`src/rtl/dda_scaler_pkg.sv`:
```
package dda_scaler_pkg;

  localparam int FRAC_W = 12;

  // Widen a 5-6-5 word (blue high, red low) to {r8, g8, b8, a8}.
  function automatic logic [31:0] widen_565(input logic [15:0] p);
    logic [7:0] r8, g8, b8;
    r8 = {p[4:0],   p[4:2]};
    g8 = {p[10:5],  p[10:9]};
    b8 = {p[15:11], p[15:13]};
    return {r8, g8, b8, 8'hFF};
  endfunction

endpackage

```
`src/rtl/dda_axis.sv`:
```
module dda_axis
  import dda_scaler_pkg::*;
#(
  parameter int DIM_W = 11
) (
  input  logic             clk,
  input  logic             rst_n,
  input  logic             load,
  input  logic             step,
  input  logic [DIM_W-1:0] in_size,
  input  logic [DIM_W-1:0] out_size,
  output logic [DIM_W-1:0] src,
  output logic             at_end,
  output logic [DIM_W-1:0] in_q
);
  localparam int ACC_W = DIM_W + FRAC_W;

  logic [DIM_W-1:0] out_q, cnt, in_last, out_last, whole;
  logic [ACC_W-1:0] inc_q, acc;

  function automatic logic [ACC_W-1:0] dda_step(input logic [DIM_W-1:0] n_in,
                                                input logic [DIM_W-1:0] n_out);
    logic [DIM_W-1:0] den;
    den = (n_out > DIM_W'(1)) ? n_out - DIM_W'(1) : DIM_W'(1);
    return {n_in, {FRAC_W{1'b0}}} / ACC_W'(den);
  endfunction

  assign in_last  = (in_q  == '0) ? '0 : in_q  - DIM_W'(1);
  assign out_last = (out_q == '0) ? '0 : out_q - DIM_W'(1);
  assign whole    = acc[ACC_W-1:FRAC_W];
  assign src      = (whole > in_last) ? in_last : whole;
  assign at_end   = (cnt == out_last);

  always_ff @(posedge clk) begin
    if (!rst_n) begin
      in_q  <= '0;
      out_q <= '0;
      inc_q <= '0;
      acc   <= '0;
      cnt   <= '0;
    end else if (load) begin
      in_q  <= in_size;
      out_q <= out_size;
      inc_q <= dda_step(in_size, out_size);
      acc   <= '0;
      cnt   <= '0;
    end else if (step) begin
      if (at_end) begin
        acc <= '0;
        cnt <= '0;
      end else begin
        acc <= acc + inc_q;
        cnt <= cnt + DIM_W'(1);
      end
    end
  end

  AST_CNT_BOUND: assert property (@(posedge clk) disable iff (!rst_n)
    cnt <= out_last);
  AST_PHASE_ZERO: assert property (@(posedge clk) disable iff (!rst_n)
    load |=> (src == '0));

endmodule

```
`src/rtl/dda_addr_gen.sv`:
```
module dda_addr_gen #(
  parameter int DIM_W  = 11,
  parameter int ADDR_W = 32
) (
  input  logic [ADDR_W-1:0]  base,
  input  logic [DIM_W-1:0]   x_off,
  input  logic [DIM_W-1:0]   y_off,
  input  logic [DIM_W-1:0]   col,
  input  logic [DIM_W-1:0]   row,
  input  logic [DIM_W-1:0]   width,
  input  logic               fmt16,
  output logic [DIM_W+1:0]   line_bytes,
  output logic [ADDR_W-1:0]  addr
);
  logic [DIM_W:0]    px_idx, ln_idx;
  logic [ADDR_W-1:0] ln_part, px_part;

  assign line_bytes = fmt16 ? {1'b0, width, 1'b0} : {width, 2'b00};
  assign px_idx     = {1'b0, x_off} + {1'b0, col};
  assign ln_idx     = {1'b0, y_off} + {1'b0, row};
  assign ln_part    = ADDR_W'(ln_idx) * ADDR_W'(line_bytes);
  assign px_part    = fmt16 ? (ADDR_W'(px_idx) << 1) : (ADDR_W'(px_idx) << 2);
  assign addr       = base + ln_part + px_part;

endmodule

```
`src/rtl/dda_px_expand.sv`:
```
module dda_px_expand
  import dda_scaler_pkg::*;
(
  input  logic        fmt16,
  input  logic [31:0] px_in,
  output logic [31:0] px_out
);
  assign px_out = fmt16 ? widen_565(px_in[15:0]) : px_in;
endmodule

```
`src/rtl/dda_scaler_stepper.sv`:
```
module dda_scaler_stepper #(
  parameter int DIM_W  = 11,
  parameter int ADDR_W = 32
) (
  input  logic              clk,
  input  logic              rst_n,
  input  logic              start,
  input  logic              fmt16,
  input  logic [DIM_W-1:0]  src_w,
  input  logic [DIM_W-1:0]  src_h,
  input  logic [DIM_W-1:0]  dst_w,
  input  logic [DIM_W-1:0]  dst_h,
  input  logic [ADDR_W-1:0] base_addr,
  input  logic [DIM_W-1:0]  x_off,
  input  logic [DIM_W-1:0]  y_off,
  input  logic [31:0]       px_in,
  output logic [31:0]       px_out,
  output logic              busy,
  output logic              pix_valid,
  output logic [DIM_W-1:0]  pix_col,
  output logic [DIM_W-1:0]  pix_row,
  output logic [ADDR_W-1:0] pix_addr,
  output logic              pix_last,
  output logic [DIM_W+1:0]  line_bytes
);
  logic              accept, h_end, v_end, frame_end, v_step;
  logic [DIM_W-1:0]  h_src, v_src, h_in, v_in;
  logic [ADDR_W-1:0] addr_d, cfg_base;
  logic [DIM_W-1:0]  cfg_xo, cfg_yo;
  logic              cfg_fmt16;

  assign accept    = start & ~busy;
  assign v_step    = busy & h_end;
  assign frame_end = busy & h_end & v_end;

  dda_axis #(.DIM_W(DIM_W)) u_h_axis (
    .clk(clk), .rst_n(rst_n), .load(accept), .step(busy),
    .in_size(src_w), .out_size(dst_w),
    .src(h_src), .at_end(h_end), .in_q(h_in)
  );

  dda_axis #(.DIM_W(DIM_W)) u_v_axis (
    .clk(clk), .rst_n(rst_n), .load(accept), .step(v_step),
    .in_size(src_h), .out_size(dst_h),
    .src(v_src), .at_end(v_end), .in_q(v_in)
  );

  dda_addr_gen #(.DIM_W(DIM_W), .ADDR_W(ADDR_W)) u_addr (
    .base(cfg_base), .x_off(cfg_xo), .y_off(cfg_yo),
    .col(h_src), .row(v_src), .width(h_in), .fmt16(cfg_fmt16),
    .line_bytes(line_bytes), .addr(addr_d)
  );

  dda_px_expand u_expand (
    .fmt16(cfg_fmt16), .px_in(px_in), .px_out(px_out)
  );

  always_ff @(posedge clk) begin
    if (!rst_n) begin
      busy      <= 1'b0;
      cfg_fmt16 <= 1'b0;
      cfg_base  <= '0;
      cfg_xo    <= '0;
      cfg_yo    <= '0;
      pix_valid <= 1'b0;
      pix_col   <= '0;
      pix_row   <= '0;
      pix_addr  <= '0;
      pix_last  <= 1'b0;
    end else begin
      if (accept) begin
        busy      <= 1'b1;
        cfg_fmt16 <= fmt16;
        cfg_base  <= base_addr;
        cfg_xo    <= x_off;
        cfg_yo    <= y_off;
      end else if (frame_end) begin
        busy <= 1'b0;
      end
      pix_valid <= busy;
      pix_last  <= frame_end;
      if (busy) begin
        pix_col  <= h_src;
        pix_row  <= v_src;
        pix_addr <= addr_d;
      end
    end
  end

  AST_ORIGIN_FIRST: assert property (@(posedge clk) disable iff (!rst_n)
    $rose(pix_valid) |-> (pix_col == '0 && pix_row == '0));
  AST_COL_IN_SRC: assert property (@(posedge clk) disable iff (!rst_n)
    (pix_valid && h_in != '0) |-> (pix_col < h_in));
  AST_ROW_IN_SRC: assert property (@(posedge clk) disable iff (!rst_n)
    (pix_valid && v_in != '0) |-> (pix_row < v_in));
  AST_LAST_CLOSES: assert property (@(posedge clk) disable iff (!rst_n)
    (pix_valid && pix_last) |=> !pix_valid);
  AST_HOLD_CFG: assert property (@(posedge clk) disable iff (!rst_n)
    (busy && start) |=> ($stable(cfg_base) && $stable(cfg_fmt16) && $stable(h_in)));
  AST_ALPHA_FILL: assert property (@(posedge clk) disable iff (!rst_n)
    cfg_fmt16 |-> (px_out[7:0] == 8'hFF));

endmodule

```
`config.mk`:
```
export PLATFORM = sky130hd
export DESIGN_NAME = dda_scaler_stepper
export DESIGN_NICKNAME = d
export VERILOG_FILES = /design/src/rtl/dda_scaler_pkg.sv /design/src/rtl/dda_axis.sv /design/src/rtl/dda_addr_gen.sv /design/src/rtl/dda_px_expand.sv /design/src/rtl/dda_scaler_stepper.sv
export SDC_FILE = /design/constraint.sdc
export NUM_CORES = 2
export LEC_CHECK = 0
export BUFFER_PORTS_ARGS = -buffer_cell sky130_fd_sc_hd__buf_2
export CORE_MARGIN = 5
export CORE_UTILIZATION = 35
export CTS_CLUSTER_SIZE = 20
export DETAILED_ROUTE_END_ITERATION = 16
export PLACE_DENSITY = 0.57
export SLEW_MARGIN = 20
export SYNTH_ARGS = -nofsm -noshare
export SYNTH_HDL_FRONTEND = slang
export SYNTH_SLANG_ARGS = --single-unit
```
`constraint.sdc`:
```
create_clock -name clk -period 66.8 [get_ports clk]
set_input_delay 6.68 -clock clk [delete_from_list [all_inputs] [get_ports clk]]
set_output_delay 6.68 -clock clk [all_outputs]
set_load 0.01 [all_outputs]
```
# Yosys cells after proc, flatten, opt, wreduce, memory -nomap -nowiden
# Index checks and enable logic that the tools add are counted.
[word_totals]
elab_cells = 71
inputBits = 134
reg_bits = 270
out_inout_bits = 102
[classes]
div = 2
mux = 17
eq_ne = 2
n_mul = 1
n_addsub = 14
n_reduce_logical = 6
n_bitwise = 5
n_lt_le_gt_ge = 4
[ops]
columns = ["operator", "count"]
rows = [
  ["2-to-1 mux 11 bit", 10],
  ["subtractor 11 x 1 -> 11 bit, second input constant", 6],
  ["adder 23 bit", 2],
  ["divider 23 x 11 -> 23 bit", 2],
  ["2-to-1 mux 23 bit", 2],
  ["zero test 11 bit", 4],
  ["adder 32 x 14 -> 32 bit", 1],
  ["adder 32 x 25 -> 32 bit", 1],
  ["2-to-1 mux 32 bit", 1],
  ["multiplier 12 x 13 -> 25 bit", 1],
  ["adder 11 x 11 -> 12 bit", 2],
  ["adder 11 x 1 -> 11 bit, second input constant", 2],
  ["equality test 11 bit", 2],
  ["greater-than comparator 11 x 1 -> 1 bit, second input constant", 2],
  ["greater-than comparator 11 bit", 2],
  ["2-to-1 mux 14 bit", 1],
  ["2-to-1 mux 13 bit", 1],
  ["bitwise AND 1 bit", 3],
  ["2-to-1 mux 1 bit", 2],
  ["NOT 1 bit", 2],
  ["nonzero test 2 bit", 1],
  ["OR reduction 2 bit", 1],
]

# Logic depth before layout (Yosys ltp)
[logic_depth]
depth_word = 8
ltp_mapped = 306
mapped_depth_nobuf = 286

# Hierarchy
# Synthesis repeated with hierarchy kept, for this count alone.
[unflattened]
cells_unflattened = 6170
area_unflattened_um2 = 47408.0
[modules_own_cells]
columns = ["module", "seq_area_each_um2", "cells_per_inst", "area_each_um2", "n_inst"]
rows = [
  ["dda_axis (u_v_axis)", 1581.5, 2393, 17613.1, 1],
  ["dda_axis (u_h_axis)", 1581.5, 2403, 17345.4, 1],
  ["dda_addr_gen", 0.0, 917, 7678.6, 1],
  ["dda_scaler_stepper", 2242.2, 422, 4381.7, 1],
  ["dda_px_expand", 0.0, 35, 389.1, 1],
]

# Least setup slack after synthesis
# No wires, ideal clock.
[synth_timing]
kind = "input port to flip-flop"
start = "input port dst_w[1]"
end = "register u_h_axis.inc_q[0]"
setup_slack_ns = 6.189
n_path_buf = 29
cell_stages = 283
setup_time_ns = 0.132
arrival_time_ns = 60.479
required_ns = 66.668
cell_sequence = "clkbuf_1 > inv_1 > ha_1 > nor3b_1 > a21o_2 > inv_2 > clkbuf_1 > clkbuf_1 > clkbuf_1 > ha_1 > nor2_1 > nor2_1 > nor2_1 > a21oi_1 > ha_1 > o21a_1 > or2_2 > a211o_1 > [... 247 more ...] > ha_1 > nor2_1 > nor2_1 > o21a_1 > o21ai_0 > nand2b_1 > a21oi_1 > nor2b_1 > o21ai_0 > nand2b_1 > a21oi_1 > nor2b_1 > o21ai_0 > nand2b_1 > a211oi_1 > o2111a_1 > o2111a_1 > o22ai_2"
[synth_via]
elab_chain_len = 3
word_cells_on_any_way = 4
cone_classes = "1 x add/sub; 1 x div; 1 x order compare; 1 x mux"
[synth_rtl]
columns = ["element", "line", "rtl"]
rows = [
  ["start, declared", "dda_scaler_stepper.sv:11", "input logic [DIM_W-1:0] dst_w,"],
  ["subtractor 11 x 1 -> 11 bit / greater-than comparator 11 x 1 -> 1 bit (equally long branches)", "dda_axis.sv:24", "den = (n_out > DIM_W'(1)) ? n_out - DIM_W'(1) : DIM_W'(1);"],
  ["2-to-1 mux 11 bit *", "dda_axis.sv:24", ""],
  ["divider 23 x 11 -> 23 bit *", "dda_axis.sv:25", "return {n_in, {FRAC_W{1'b0}}} / ACC_W'(den);"],
  ["end signal, assigned", "dda_axis.sv:44", "inc_q <= dda_step(in_size, out_size);"],
  ["end, declared", "dda_axis.sv:19", "logic [ACC_W-1:0] inc_q, acc;"],
]
# Mark *: on every way between the ends. The rest lies on a longest branch, timed or not.
# A chain may end at the register's enable or synchronous reset.

# Worst setup path in the final report
[layout_timing]
start = "input port dst_w[4]"
end = "register u_h_axis.inc_q[0]"
# Same word-level chain as after synthesis.

==> metrics.txt <==
outcome=finished clean; WHS=0.4591 ns; ANT nets after route=0; final wirelength=150.8 mm; Die W=373.4 um; worst path required time=67.24 ns; critical path class=input pin to flop; cells on worst reg2reg path=71; gpl congestion=0.9236; Synth Flop Type=dfxtp_1; H-Tree Depth=1; met2 Usage GRT=33.17%; hold buffers post-CTS=0; Post-DP HPWL=119.0 mm; slowest CP cell=o31ai_1; Ys Warns=0; Worst-Margin Slew=1.082 ns; unrepaired setup endpoints after global routing=false; Reg clk slew, reported paths=0.07 ns; cell count after synthesis=6259; DR WL/cell=18.37 um; initial antenna violation count=7; sequential-to-total area share from yosys stat=11.69%; Core Rows=133; crit path time final=62.23 ns; syn_nets=7093; nets@finish=7263; drt first pass iters=6; largest cells by area after synthesis=ha_1, dfxtp_1, a21oi_1; fmax=16.07 MHz; startpoint types=input pin; post-synth top area share=15.18%; largest stage delay on the critical path=0.63 ns; asr flop ratio synth=0%; Vias/cell=5.618; Worst Path Max Fanout=48; Overall Global Routing Usage=20.36%; library cells used by synthesis=138; Worst slew margin=25.98%; effective utilization at floorplan=35.21%; hold_sp=u_v_axis.inc_q[21]$_SDFFE_PN0P_; vias in the first global route=43294; clock root cell=clkbuf_16; TritonCTS Buffers=30; most used cell, CP=a21o_1; full die area=0.1395 mm2; Clock Skew=0.02545 ns; ports placed on the boundary=236; EDFF count, synth=0; kind of end point of the critical path=flop; largest net degree at the start of global routing=90; total grt overflow=0; Final period util=93.17%; Die Y-Extent=373.4 um; reg2reg setup slack=52.17 ns; Syn Std Cell Area=0.04623 mm2; fraction of layout cells with a size suffix above 1=11.67%; WHS Path Cells=2; post-synthesis cell type with the largest combined area=ha_1; Hold Path End=u_v_axis.inc_q[21]$_SDFFE_PN0P_; R2R Path End=pix_addr[30]$_SDFFE_PN0P_; clock buffer depth=3; Worst EP arrival=62.68 ns; Slew Limit Fails=0; # setup viols final=0; # Max-Cap Violations=0; DRC=0; worst hold-check path type=flop to flop; #FFs+latches synth=270; Final Instance Area=0.05094 mm2; Syn Area/Cell=7.386 um2; initial DRC count=3040; Skew-Pair Late Insertion Delay=0.59 ns; first-pass GRT wire length=237.5 mm; Area Overhead vs Synth=10.19%; CTS tree=done; Reg2Reg Launch Point=u_v_axis.in_q[0]$_SDFFE_PN0P_; core area=0.1313 mm2; GR Util met1=29.77%; vias=46132; Cell Area, Placed=0.04976 mm2; setup TNS=0 ns; final hold vios=0; GR Util met3=1.716%; global route hottest layer=met2; CTS Sinks=270; port bufs=230
-- timing repair --
action / CTS / global route
endpoints found under the setup margin: 0 / 3
resized for setup: 0 / 27
setup buffers: 0 / 4
-- cells in the mapped netlist, types with 27 or more instances --
cell type,instances
inv_1,394
nor4_1,37
a31oi_1,49
or2_2,49
a21oi_1,584
mux2i_1,56
or3_1,58
nand4_1,65
o31ai_1,67
nand2_1,734
clkbuf_1,194
fa_1,139
xor2_1,132
nor2b_1,66
and2_1,72
a22o_1,27
nor3_1,145
dfxtp_1,270
o21ai_0,289
o21a_1,94
ha_1,561
xnor2_1,295
a21o_1,155
mux2_2,115
a211oi_1,78
o211ai_1,40
o21bai_1,118
and3_1,34
nor2_1,561
nand2b_1,102
nand3_1,134
-- logic make-up (layout without fill, tap and decap cells) --
kind of cell | Yosys count | count (layout) | share of synthesized area [%]
AOI/OAI and AO/OA | 1843 | 1844 | 26.41
xor gates and xnor gates | 427 | 427 | 8.089
adders and majority gates | 701 | 701 | 21.22
buffers and inverters | 642 | 834 | 5.434
DFF | 270 | 270 | 11.69
muxes | 182 | 182 | 4.346
other | 1 | 5 | 0.008111
and+or+nand+nor | 2193 | 2194 | 22.80
-- sequential cells by signal, summed over array words and instances, names as in the netlist, 11 cells and up --
register and cells:
cfg_base 32, pix_addr 32, u_h_axis.acc 23, u_h_axis.inc_q 23
u_v_axis.acc 23, u_v_axis.inc_q 23, cfg_xo 11, cfg_yo 11
pix_col 11, pix_row 11, u_h_axis.cnt 11, u_h_axis.in_q 11
u_h_axis.out_q 11, u_v_axis.cnt 11, u_v_axis.in_q 11, u_v_axis.out_q 11
-- placed cells by master (no fill, tap or decap), types with 64 or more instances in the layout --
cell      synthesis  routed
and2_1           72      72
nand2_1         734     733
xor2_1          132     132
o21bai_1        118     118
buf_4             9     145
nor2b_1          66      64
fa_1            139     139
o21ai_0         289     288
a21oi_1         584     582
nor2_1          561     557
nand3_1         134     133
o31ai_1          67      65
inv_1           394     392
ha_1            561     561
nor3_1          145     142
nand4_1          65      65
a211oi_1         78      76
nand2b_1        102     102
a21o_1          155     155
xnor2_1         295     295
o21a_1           94      94
mux2_2          115     115
dfxtp_1         270     268
buf_2            17     230
-- how the worst max path moves through the flow --
stage,depth (start not counted),from,slack [ns],to
6_report,265,dst_w[4],4.57,u_h_axis.inc_q[0]$_SDFFE_PN0P_
5_1_grt,267,dst_w[0],0.02,u_h_axis.inc_q[0]$_SDFFE_PN0P_
4_1_cts,266,dst_w[10],2.83,u_h_axis.inc_q[0]$_SDFFE_PN0P_
3_5_place_dp,266,dst_w[10],2.43,u_h_axis.inc_q[0]$_SDFFE_PN0P_
3_3_place_gp,282,dst_h[6],3.42,u_v_axis.inc_q[0]$_SDFFE_PN0P_
2_1_floorplan,283,dst_w[1],6.19,u_h_axis.inc_q[0]$_SDFFE_PN0P_
-- layout make-up --
type,count,area (um2)
fill,13767,80350
multi-input combinational,5349,38540
sequential,270,5410
timing repair buffer,377,2280
tap,1755,2196
inverter,401,1510
clock buffer,37,838.3
clock inverter,19,162.7
antenna,4,10.01
-- through the flow --
stage          utilization [%]  cells  setup slack (ns)
2_1_floorplan                -   6259             6.189
3_3_place_gp             37.90   8146             3.415
3_5_place_dp             37.90   8146             2.433
4_1_cts                  38.66   8202             2.827
5_1_grt                  38.79   8208           0.01597
6_report                 38.80   8212             4.565
-- routing by layer --
layer  share of wire [%]  up-vias
met3                 5.8      161
met1                  49    21802
met2                  44     1320
met5               0.014        -
li1                    -    22845
met4                 1.7        4
-- worst max-delay path: cells and delay by family --
family	cells	cell delay, ns
AOI/OAI and AO/OA	141	28.43
and+or+nand+nor	86	16.20
adders and majority gates	23	7.69
muxes	6	1.86
buffers and inverters	9	1.65
Power is not shown: default switching activity piles up to over one toggle a cycle in this logic, so the estimate is an artifact.
